==> config.mk <==
export PLATFORM = sky130hd
export DESIGN_NAME = packProt
export DESIGN_NICKNAME = d
export VERILOG_FILES = /design/src/rtl/packProtPkg.sv /design/src/rtl/persistTimer.sv /design/src/rtl/packProtDatapath.sv /design/src/rtl/packProtCtrl.sv /design/src/rtl/packProt.sv
export SDC_FILE = /design/constraint.sdc
export NUM_CORES = 1
export LEC_CHECK = 0
export BUFFER_PORTS_ARGS = -buffer_cell sky130_fd_sc_hd__buf_2
export CAP_MARGIN = 40
export CORE_MARGIN = 4
export CORE_UTILIZATION = 50
export DETAILED_ROUTE_END_ITERATION = 16
export PLACE_DENSITY = 0.71
export SYNTH_ARGS = -nofsm -noshare
export SYNTH_HDL_FRONTEND = slang
export SYNTH_SLANG_ARGS = --single-unit
==> constraint.sdc <==
create_clock -name clk -period 6.1 [get_ports clk]
set_input_delay 0.915 -clock clk [delete_from_list [all_inputs] [get_ports clk]]
set_output_delay 0.915 -clock clk [all_outputs]
set_load 0.1 [all_outputs]
==> src/rtl/packProtPkg.sv <==
package packProtPkg;

  // Strobes from control to datapath
  typedef struct packed {
    logic sampleStb;   // voltage flags are captured on this cycle
    logic ocHold;      // overcurrent timing forced to zero
  } ctlStrobes_t;

  // Qualified fault state from datapath to control
  typedef struct packed {
    logic ov;
    logic uv;
    logic oc;
  } faultQual_t;

endpackage

==> src/rtl/persistTimer.sv <==
module persistTimer #(
  parameter int unsigned DELAY = 4
) (
  input  logic clk,
  input  logic rst,
  input  logic active,
  output logic qual
);
  localparam int unsigned CW = (DELAY < 2) ? 1 : $clog2(DELAY);
  localparam logic [CW-1:0] LAST = CW'(DELAY - 1);

  logic [CW-1:0] cnt;

  // qual rises on the DELAY-th consecutive edge with active high
  always_ff @(posedge clk) begin
    if (rst || !active) begin
      cnt  <= '0;
      qual <= 1'b0;
    end else if (cnt == LAST) begin
      qual <= 1'b1;
    end else begin
      cnt <= cnt + 1'b1;
    end
  end

  initial begin
    if (DELAY < 1) $error("persistTimer: DELAY must be at least 1");
  end
endmodule

==> src/rtl/packProtDatapath.sv <==
module packProtDatapath
  import packProtPkg::*;
#(
  parameter int unsigned OV_DELAY_TICKS = 16,
  parameter int unsigned UV_DELAY_TICKS = 16,
  parameter int unsigned OC_FILT_TICKS  = 2,
  parameter int unsigned OC_DELAY_TICKS = 8
) (
  input  logic        clk,
  input  logic        rst,
  input  logic        ovFlag,
  input  logic        uvFlag,
  input  logic        ocFlag,
  input  ctlStrobes_t strobes,
  output faultQual_t  qual
);
  localparam int unsigned NV = 2;   // voltage channels: 0 = over, 1 = under

  logic [NV-1:0] vRaw;
  logic [NV-1:0] vSeen;
  logic [NV-1:0] vQual;

  assign vRaw = {uvFlag, ovFlag};

  // Sampled voltage channels, one delay per channel
  for (genvar i = 0; i < NV; i++) begin : g_volt
    localparam int unsigned DLY = (i == 0) ? OV_DELAY_TICKS : UV_DELAY_TICKS;

    always_ff @(posedge clk) begin
      if (rst)                    vSeen[i] <= 1'b0;
      else if (strobes.sampleStb) vSeen[i] <= vRaw[i];
    end

    persistTimer #(.DELAY(DLY)) u_vTimer (
      .clk   (clk),
      .rst   (rst),
      .active(vSeen[i]),
      .qual  (vQual[i])
    );
  end

  // Overcurrent: continuous, filter stage then delay stage
  logic ocLive;
  logic ocFiltered;
  logic ocQual;

  assign ocLive = ocFlag && !strobes.ocHold;

  persistTimer #(.DELAY(OC_FILT_TICKS)) u_ocFilt (
    .clk   (clk),
    .rst   (rst),
    .active(ocLive),
    .qual  (ocFiltered)
  );

  persistTimer #(.DELAY(OC_DELAY_TICKS)) u_ocDelay (
    .clk   (clk),
    .rst   (rst),
    .active(ocLive && ocFiltered),
    .qual  (ocQual)
  );

  assign qual.ov = vQual[0];
  assign qual.uv = vQual[1];
  assign qual.oc = ocQual;
endmodule

==> src/rtl/packProtCtrl.sv <==
module packProtCtrl
  import packProtPkg::*;
#(
  parameter int unsigned SAMPLE_TICKS = 64,
  parameter bit          CHG_ON       = 1'b1,
  parameter bit          DSG_ON       = 1'b1,
  parameter bit          DIS_ACTIVE   = 1'b1
) (
  input  logic        clk,
  input  logic        rst,
  input  logic        disableIn,
  input  logic        disableUndriven,
  input  faultQual_t  qual,
  output ctlStrobes_t strobes,
  output logic        chgOe,
  output logic        chgOut,
  output logic        dsgOut
);
  localparam int unsigned SW = (SAMPLE_TICKS < 2) ? 1 : $clog2(SAMPLE_TICKS);
  localparam logic [SW-1:0] SLAST = SW'(SAMPLE_TICKS - 1);

  logic [SW-1:0] sampleCnt;
  logic          packOff;
  logic          chgOff;
  logic          dsgOff;

  always_ff @(posedge clk) begin
    if (rst)                    sampleCnt <= '0;
    else if (sampleCnt == SLAST) sampleCnt <= '0;
    else                        sampleCnt <= sampleCnt + 1'b1;
  end

  assign packOff = disableUndriven || (disableIn == DIS_ACTIVE);

  assign strobes.sampleStb = (sampleCnt == SLAST);
  assign strobes.ocHold    = packOff;

  // Each fault only touches its own output; disable overrides both
  assign chgOff = packOff || qual.ov;
  assign dsgOff = packOff || qual.uv || qual.oc;

  assign chgOe  = !chgOff;
  assign chgOut = chgOff ? 1'b0 : CHG_ON;
  assign dsgOut = dsgOff ? !DSG_ON : DSG_ON;

  initial begin
    if (SAMPLE_TICKS < 1) $error("packProtCtrl: SAMPLE_TICKS must be at least 1");
  end
endmodule

==> src/rtl/packProt.sv <==
module packProt
  import packProtPkg::*;
#(
  parameter int unsigned SAMPLE_TICKS   = 24000000,
  parameter int unsigned OV_DELAY_TICKS = 190000000,
  parameter int unsigned UV_DELAY_TICKS = 190000000,
  parameter int unsigned OC_FILT_TICKS  = 300000,
  parameter int unsigned OC_DELAY_TICKS = 2400000,
  parameter bit          CHG_ON         = 1'b1,
  parameter bit          DSG_ON         = 1'b1,
  parameter bit          DIS_ACTIVE     = 1'b1
) (
  input  logic clk,
  input  logic rst,
  input  logic ovFlag,
  input  logic uvFlag,
  input  logic ocFlag,
  input  logic disableIn,
  input  logic disableUndriven,
  output logic chgOe,
  output logic chgOut,
  output logic dsgOut
);
  ctlStrobes_t strobes;
  faultQual_t  qual;

  packProtCtrl #(
    .SAMPLE_TICKS(SAMPLE_TICKS),
    .CHG_ON      (CHG_ON),
    .DSG_ON      (DSG_ON),
    .DIS_ACTIVE  (DIS_ACTIVE)
  ) u_ctrl (
    .clk            (clk),
    .rst            (rst),
    .disableIn      (disableIn),
    .disableUndriven(disableUndriven),
    .qual           (qual),
    .strobes        (strobes),
    .chgOe          (chgOe),
    .chgOut         (chgOut),
    .dsgOut         (dsgOut)
  );

  packProtDatapath #(
    .OV_DELAY_TICKS(OV_DELAY_TICKS),
    .UV_DELAY_TICKS(UV_DELAY_TICKS),
    .OC_FILT_TICKS (OC_FILT_TICKS),
    .OC_DELAY_TICKS(OC_DELAY_TICKS)
  ) u_dp (
    .clk    (clk),
    .rst    (rst),
    .ovFlag (ovFlag),
    .uvFlag (uvFlag),
    .ocFlag (ocFlag),
    .strobes(strobes),
    .qual   (qual)
  );
endmodule

==> results.ini, run 1 <==
[routing]
final_antenna_net_count = 0
dr.pass1.iters = 4
drt_drc_violations_left = 0
wl_per_cell_um = 12.9
avgViaCountPerCell = 5.49
vias = 4616
routed_wl_mm = 10.9
first_iter_violations = 164

[power]
ir_drop_v = 0.000216
p_per_area_nw_per_um2 = 280
p_leak_nw = 2.08

[sta]
hold_viol = 0
timing_worst_slew_pin_value_ps = 770
whs_ps = 460
finClkSkew_ps = 7.43
rsz0062_at_grt = false
fin_tns_setup_ps = 0
maxSlewHeadroom = 0.482
min_period_over_period = 0.441
period_needed_ps = 2690
setup_viol = 0
slew_violations = 0
clock.fmax_ghz = 0.372

[yosys]
syn_area_per_cell_um2 = 8.62
seq_area_frac_synth = 0.439
synthCells = 678
synth-async-reset-ratio = 0
synth_warnings = 0
syn-num-nets = 690
ys_types = 53
synthTopCellsByArea = dfxtp_1, xnor2_1, nor2_1, xor2_1, nand3_1
synth_edf_count = 0
yosysTopAreaCellShare = 0.439
synth_top_area_cell = dfxtp_1
synth_seq_cells = 128
netlist_area_um2 = 5840
synthFlopType = dfxtp_1

[clock_tree]
cts_root_buffer = clkbuf_16
clockBufferDepth = 2
htree_levels = 4
post-cts-setup-buffers = 0
cts_hold_buf = 0
ctsResizeCount = 0
numCtsBuffers = 17
clk_pin_slew_ps = 50
clock-sinks = 128
clk_latency_ps = 400
cts_tree = done

[critical_path]
r2r_setup_slack_ps = 3610
path_class = in -> out
cpMostUsedCell = buf_2
required_ps = 5180
reg2regPathDepth = 6
cp.arrival_ps = 1780
path_cells = buf_2, nor3_1, buf_2
max_stage_delay_ps = 500
path_buf_inv = 2
worstSetupStartpointType = primary input
crit_family = buffers and inverters
path_max_fanout = 4
critPathCaptureType = primary output
cp.depth = 3
crit_path_top_delay_cell = buf_2

[placed_design]
gp_congestion = 0.817
dpl_cell_area_um2 = 5970
port_buffers = 9
hpwl_mm = 7.39

[layout]
design_area_um2 = 6550
layout_common_cells = dfxtp_1, nor2_1, xnor2_1, nand3_1, nand2_1
diodes = 0
layout_commonest_cell = dfxtp_1
fin_util = 0.574
filler_cell_count = 1024
area_growth_syn_to_layout_pct = 12.1
drive_gt1_frac = 0.0845
fin_nets = 698

[die]
fp.dieH_um = 116
io_pins = 10
start_util = 0.512
die_area_um2 = 13500
die_x_um = 116
coreArea_um2 = 11400
rows = 39

[grt]
grt_max_degree = 24
grt_pass1_vias = 4428
gr-total-overflow = 0
grt_usage = 0.177
grt_pass1_wl_mm = 19.4
antenna_found_initial = 0

[hold_path]
whs_path_depth = 1
hp-class = reg -> reg

[status]
status = complete, no violations

[job]
drv_cap = 0

==> power breakdown <==
part / switching (mW) / internal, mW
Clock: 0.343 / 0.632
Sequential: 0.00190 / 0.839
Combinational: 0.0159 / 0.00513
Total: 0.360 / 1.48
==> cell usage after synthesis (2+ instances only) <==
cell / count
mux2i_1: 2
nor2_1: 118
dfxtp_1: 128
nor4b_1: 4
nand3b_1: 2
xnor2_1: 51
o21ai_0: 17
nand4_1: 24
inv_1: 11
nor4bb_1: 2
and3_1: 24
or2_2: 2
nor4_2: 5
a21oi_1: 22
nor2b_1: 4
nor4_1: 10
nand2_1: 46
nor4b_2: 2
and2_1: 2
nor3_1: 24
a31oi_1: 8
or3_1: 11
nand2b_1: 4
ha_1: 5
buf_6: 3
nand3_1: 49
xor2_1: 41
or4b_1: 2
clkbuf_1: 13
or4_1: 2
and4_1: 12
o21ai_1: 3
buf_4: 4
buf_1: 2
==> sequential cells by signal, summed over array words and instances, names as in the netlist <==
register                   cells
u_dp.u_ocDelay.cnt            22
u_dp.u_ocDelay.qual            1
u_dp.vSeen                     2
u_dp.u_ocFilt.qual             1
u_ctrl.sampleCnt              25
u_dp.g_volt.u_vTimer.cnt      56
u_dp.u_ocFilt.cnt             19
u_dp.g_volt.u_vTimer.qual      2
==> cell type report <==
class                           count  area, um2  share of cell area
Timing Repair Buffer               12       76.3              0.0117
Clock inverter                      5       50.0             0.00764
Tap cell                          143        179              0.0273
Inverter                           12       45.0             0.00688
Multi-Input combinational cell    515       3110               0.475
Clock buffer                       26        529              0.0808
Sequential cell                   128       2560               0.391
==> metrics by stage <==
step                      power, mW  cells  worst slack [ps]
after floorplan               0.876    678              1400
after global placement        0.879    807              3340
after detailed placement      0.879    810              3270
after CTS                      1.85    841              3400
after global routing           1.89    841              3320
final                          1.84    841              3410
==> logic make-up (layout without fill, tap and decap cells) <==
kind of cell             Yosys count  after routing  synth area share
AND/OR/NAND/NOR                  360            360             0.327
flip-flops                       128            128             0.439
XOR/XNOR                          92             92             0.138
AO/OA/AOI/OAI                     56             56            0.0527
buffers and inverters             35             55            0.0291
adder cells (fa/ha/maj)            5              5            0.0107
multiplexers                       2              2           0.00343
==> path summary, 6_finish.rpt <==
path | startpoint | end
min reg2reg | u_ctrl.sampleCnt[0] | u_ctrl.sampleCnt[0]
max | disableIn | chgOut
max reg2reg | u_ctrl.sampleCnt[0] | u_ctrl.sampleCnt[5]
min | u_ctrl.sampleCnt[0] | u_ctrl.sampleCnt[0]
==> per-layer routing <==
metal / global-route usage / share of wire / vias to the layer above
li1: - / - / 2377
met1: 0.229 / 0.49 / 2184
met2: 0.287 / 0.48 / 48
met3: 0.0389 / 0.022 / 7
met4: 0.0750 / 0.0087 / 0
met5: 0 / 0 / -
No activity file was read; power rests on OpenSTA's default activity.
==> inputs of run 2 (changes only) <==
==> constraint.sdc (replaced) <==
create_clock -name clk -period 2.61 [get_ports clk]
set_input_delay 0.3915 -clock clk [delete_from_list [all_inputs] [get_ports clk]]
set_output_delay 0.3915 -clock clk [all_outputs]
set_load 0.1 [all_outputs]
==> run 2 against run 1 <==
Wire length increased by 4.1%. Clock skew about the same. Count of clock-buffer cells in the layout increased by 1. Setup slack got worse by 3000 ps. Cell count increased by 0.71%. Sequential share of layout area decreased by 0.29 points. Critical endpoint is now u_ctrl.sampleCnt[16]. Hold slack got worse by 230 ps. Die area unchanged. First-iteration DRC count increased by 110%. Sequential power increased by 130%. Final area increased by 0.74%.
==> results.ini, run 2 (synthesized netlist as in run 1, its figures left out) <==
[status]
status = complete, no violations

[critical_path]
cp.arrival_ps = 2470
cp.depth = 7
r2r_setup_slack_ps = 440
max_stage_delay_ps = 430
path_max_fanout = 23
r2r_end = u_ctrl.sampleCnt[16]
path_class = reg -> reg
path_cells = ha_1, and4_1, or3b_4, nor3_4, or2_1, buf_4, nor2_1
required_ps = 2910
crit_family = simple AND/OR/NAND/NOR gates
crit_start = u_ctrl.sampleCnt[0]
worstSetupStartpointType = flop
critPathCaptureType = flop
crit_path_end = u_ctrl.sampleCnt[16]
crit_path_top_delay_cell = or3b_4
path_buf_inv = 1
rr_startpoint = u_ctrl.sampleCnt[0]
reg2regPathDepth = 7

[placed_design]
gp_congestion = 0.778
dpl_cell_area_um2 = 6010
hpwl_mm = 7.56
port_buffers = 9

[die]
die_area_um2 = 13500
coreArea_um2 = 11400
die_x_um = 116
io_pins = 10
fp.dieH_um = 116
rows = 39
start_util = 0.512

[layout]
drive_gt1_frac = 0.0909
design_area_um2 = 6600
layout_common_cells = dfxtp_1, nor2_1, xnor2_1, nand3_1, nand2_1
fin_nets = 703
area_growth_syn_to_layout_pct = 13.0
reg_top3 = u_dp.g_volt.u_vTimer.cnt (56), u_ctrl.sampleCnt (25), u_dp.u_ocDelay.cnt (22)
largest-register = u_dp.g_volt.u_vTimer.cnt
diodes = 0
largest_reg_flops = 56
filler_cell_count = 1021
layout_commonest_cell = dfxtp_1

[grt]
grt_max_degree = 29
grt_pass1_wl_mm = 19.7
grt_usage = 0.181
gr-total-overflow = 0
antenna_found_initial = 0
grt_pass1_vias = 4579

[routing]
wl_per_cell_um = 13.4
first_iter_violations = 341
routed_wl_mm = 11.3
drt_drc_violations_left = 0
dr.pass1.iters = 4
vias = 4653
final_antenna_net_count = 0
avgViaCountPerCell = 5.49

[power]
p_per_area_nw_per_um2 = 658
p_leak_nw = 2.11
ir_drop_v = 0.000508

[sta]
finClkSkew_ps = 7.66
maxSlewHeadroom = 0.540
setup_viol = 0
clock.fmax_ghz = 0.461
fin_tns_setup_ps = 0
min_period_over_period = 0.831
period_needed_ps = 2170
timing_worst_slew_pin_value_ps = 685
hold_viol = 0
rsz0062_at_grt = false
slew_violations = 0

[job]
drv_cap = 0

[clock_tree]
post-cts-setup-buffers = 0
clock-sinks = 128
cts_root_buffer = clkbuf_16
numCtsBuffers = 17
clk_latency_ps = 420
clk_pin_slew_ps = 50
clockBufferDepth = 2
cts_hold_buf = 0
cts_tree = done
htree_levels = 4
ctsResizeCount = 0

[hold_path]
hp-class = in -> reg
whs_path_depth = 3

==> run 2: changes by cell type in the layout (fill, tap and decap cells not counted), sizes merged <==
cell    delta
buf        +5
bufinv     +1
clkbuf     +1
clkinv     -1
==> run 2: final cells by class <==
cell class / count / area (um2) / area share
Multi-Input combinational cell: 515 / 3120 / 0.473
Sequential cell: 128 / 2560 / 0.388
Clock buffer: 27 / 513 / 0.0777
Tap cell: 143 / 179 / 0.0271
Timing Repair Buffer: 17 / 105 / 0.0159
Clock inverter: 5 / 75.1 / 0.0114
Inverter: 12 / 45.0 / 0.00682
==> run 2: layer usage <==
layer | GRT usage | part of all wire | vias to the layer above
li1 | - | - | 2384
met1 | 0.216 | 0.47 | 2193
met2 | 0.298 | 0.47 | 60
met3 | 0.0508 | 0.038 | 16
met4 | 0.0951 | 0.019 | 0
met5 | 0 | 0 | -
==> run 2: power breakdown <==
group          internal (mW)  total [mW]  switching (mW)
combinational         0.0143      0.0534          0.0391
sequential              1.96        1.97         0.00449
clock                   1.53        2.32           0.798
==> run 2: worst min path at each step <==
stage	startpoint	end	slack, ps
3_3_place_gp	u_ctrl.sampleCnt[0]	u_ctrl.sampleCnt[0]	450
5_1_grt	ovFlag	u_dp.vSeen[0]	260
6_report	ovFlag	u_dp.vSeen[0]	230
4_1_cts	ovFlag	u_dp.vSeen[0]	220
3_5_place_dp	u_ctrl.sampleCnt[0]	u_ctrl.sampleCnt[0]	460
2_1_floorplan	u_ctrl.sampleCnt[0]	u_ctrl.sampleCnt[0]	430
==> run 2: through the flow <==
stage,total power [mW],hold slack [ps],setup WS [ps],cells,util
final,4.34,225,441,847,0.578
after global routing,4.48,263,241,847,0.578
after CTS,4.38,218,430,847,0.578
after detailed placement,2.06,459,449,815,0.527
after global placement,2.06,445,517,815,0.527
after floorplan,2.05,430,135,678,-
==> run 2: worst min-delay path, stage by stage <==
cell and delay [ps]:
buf_2 90, nand3b_1 70, o21ai_0 60
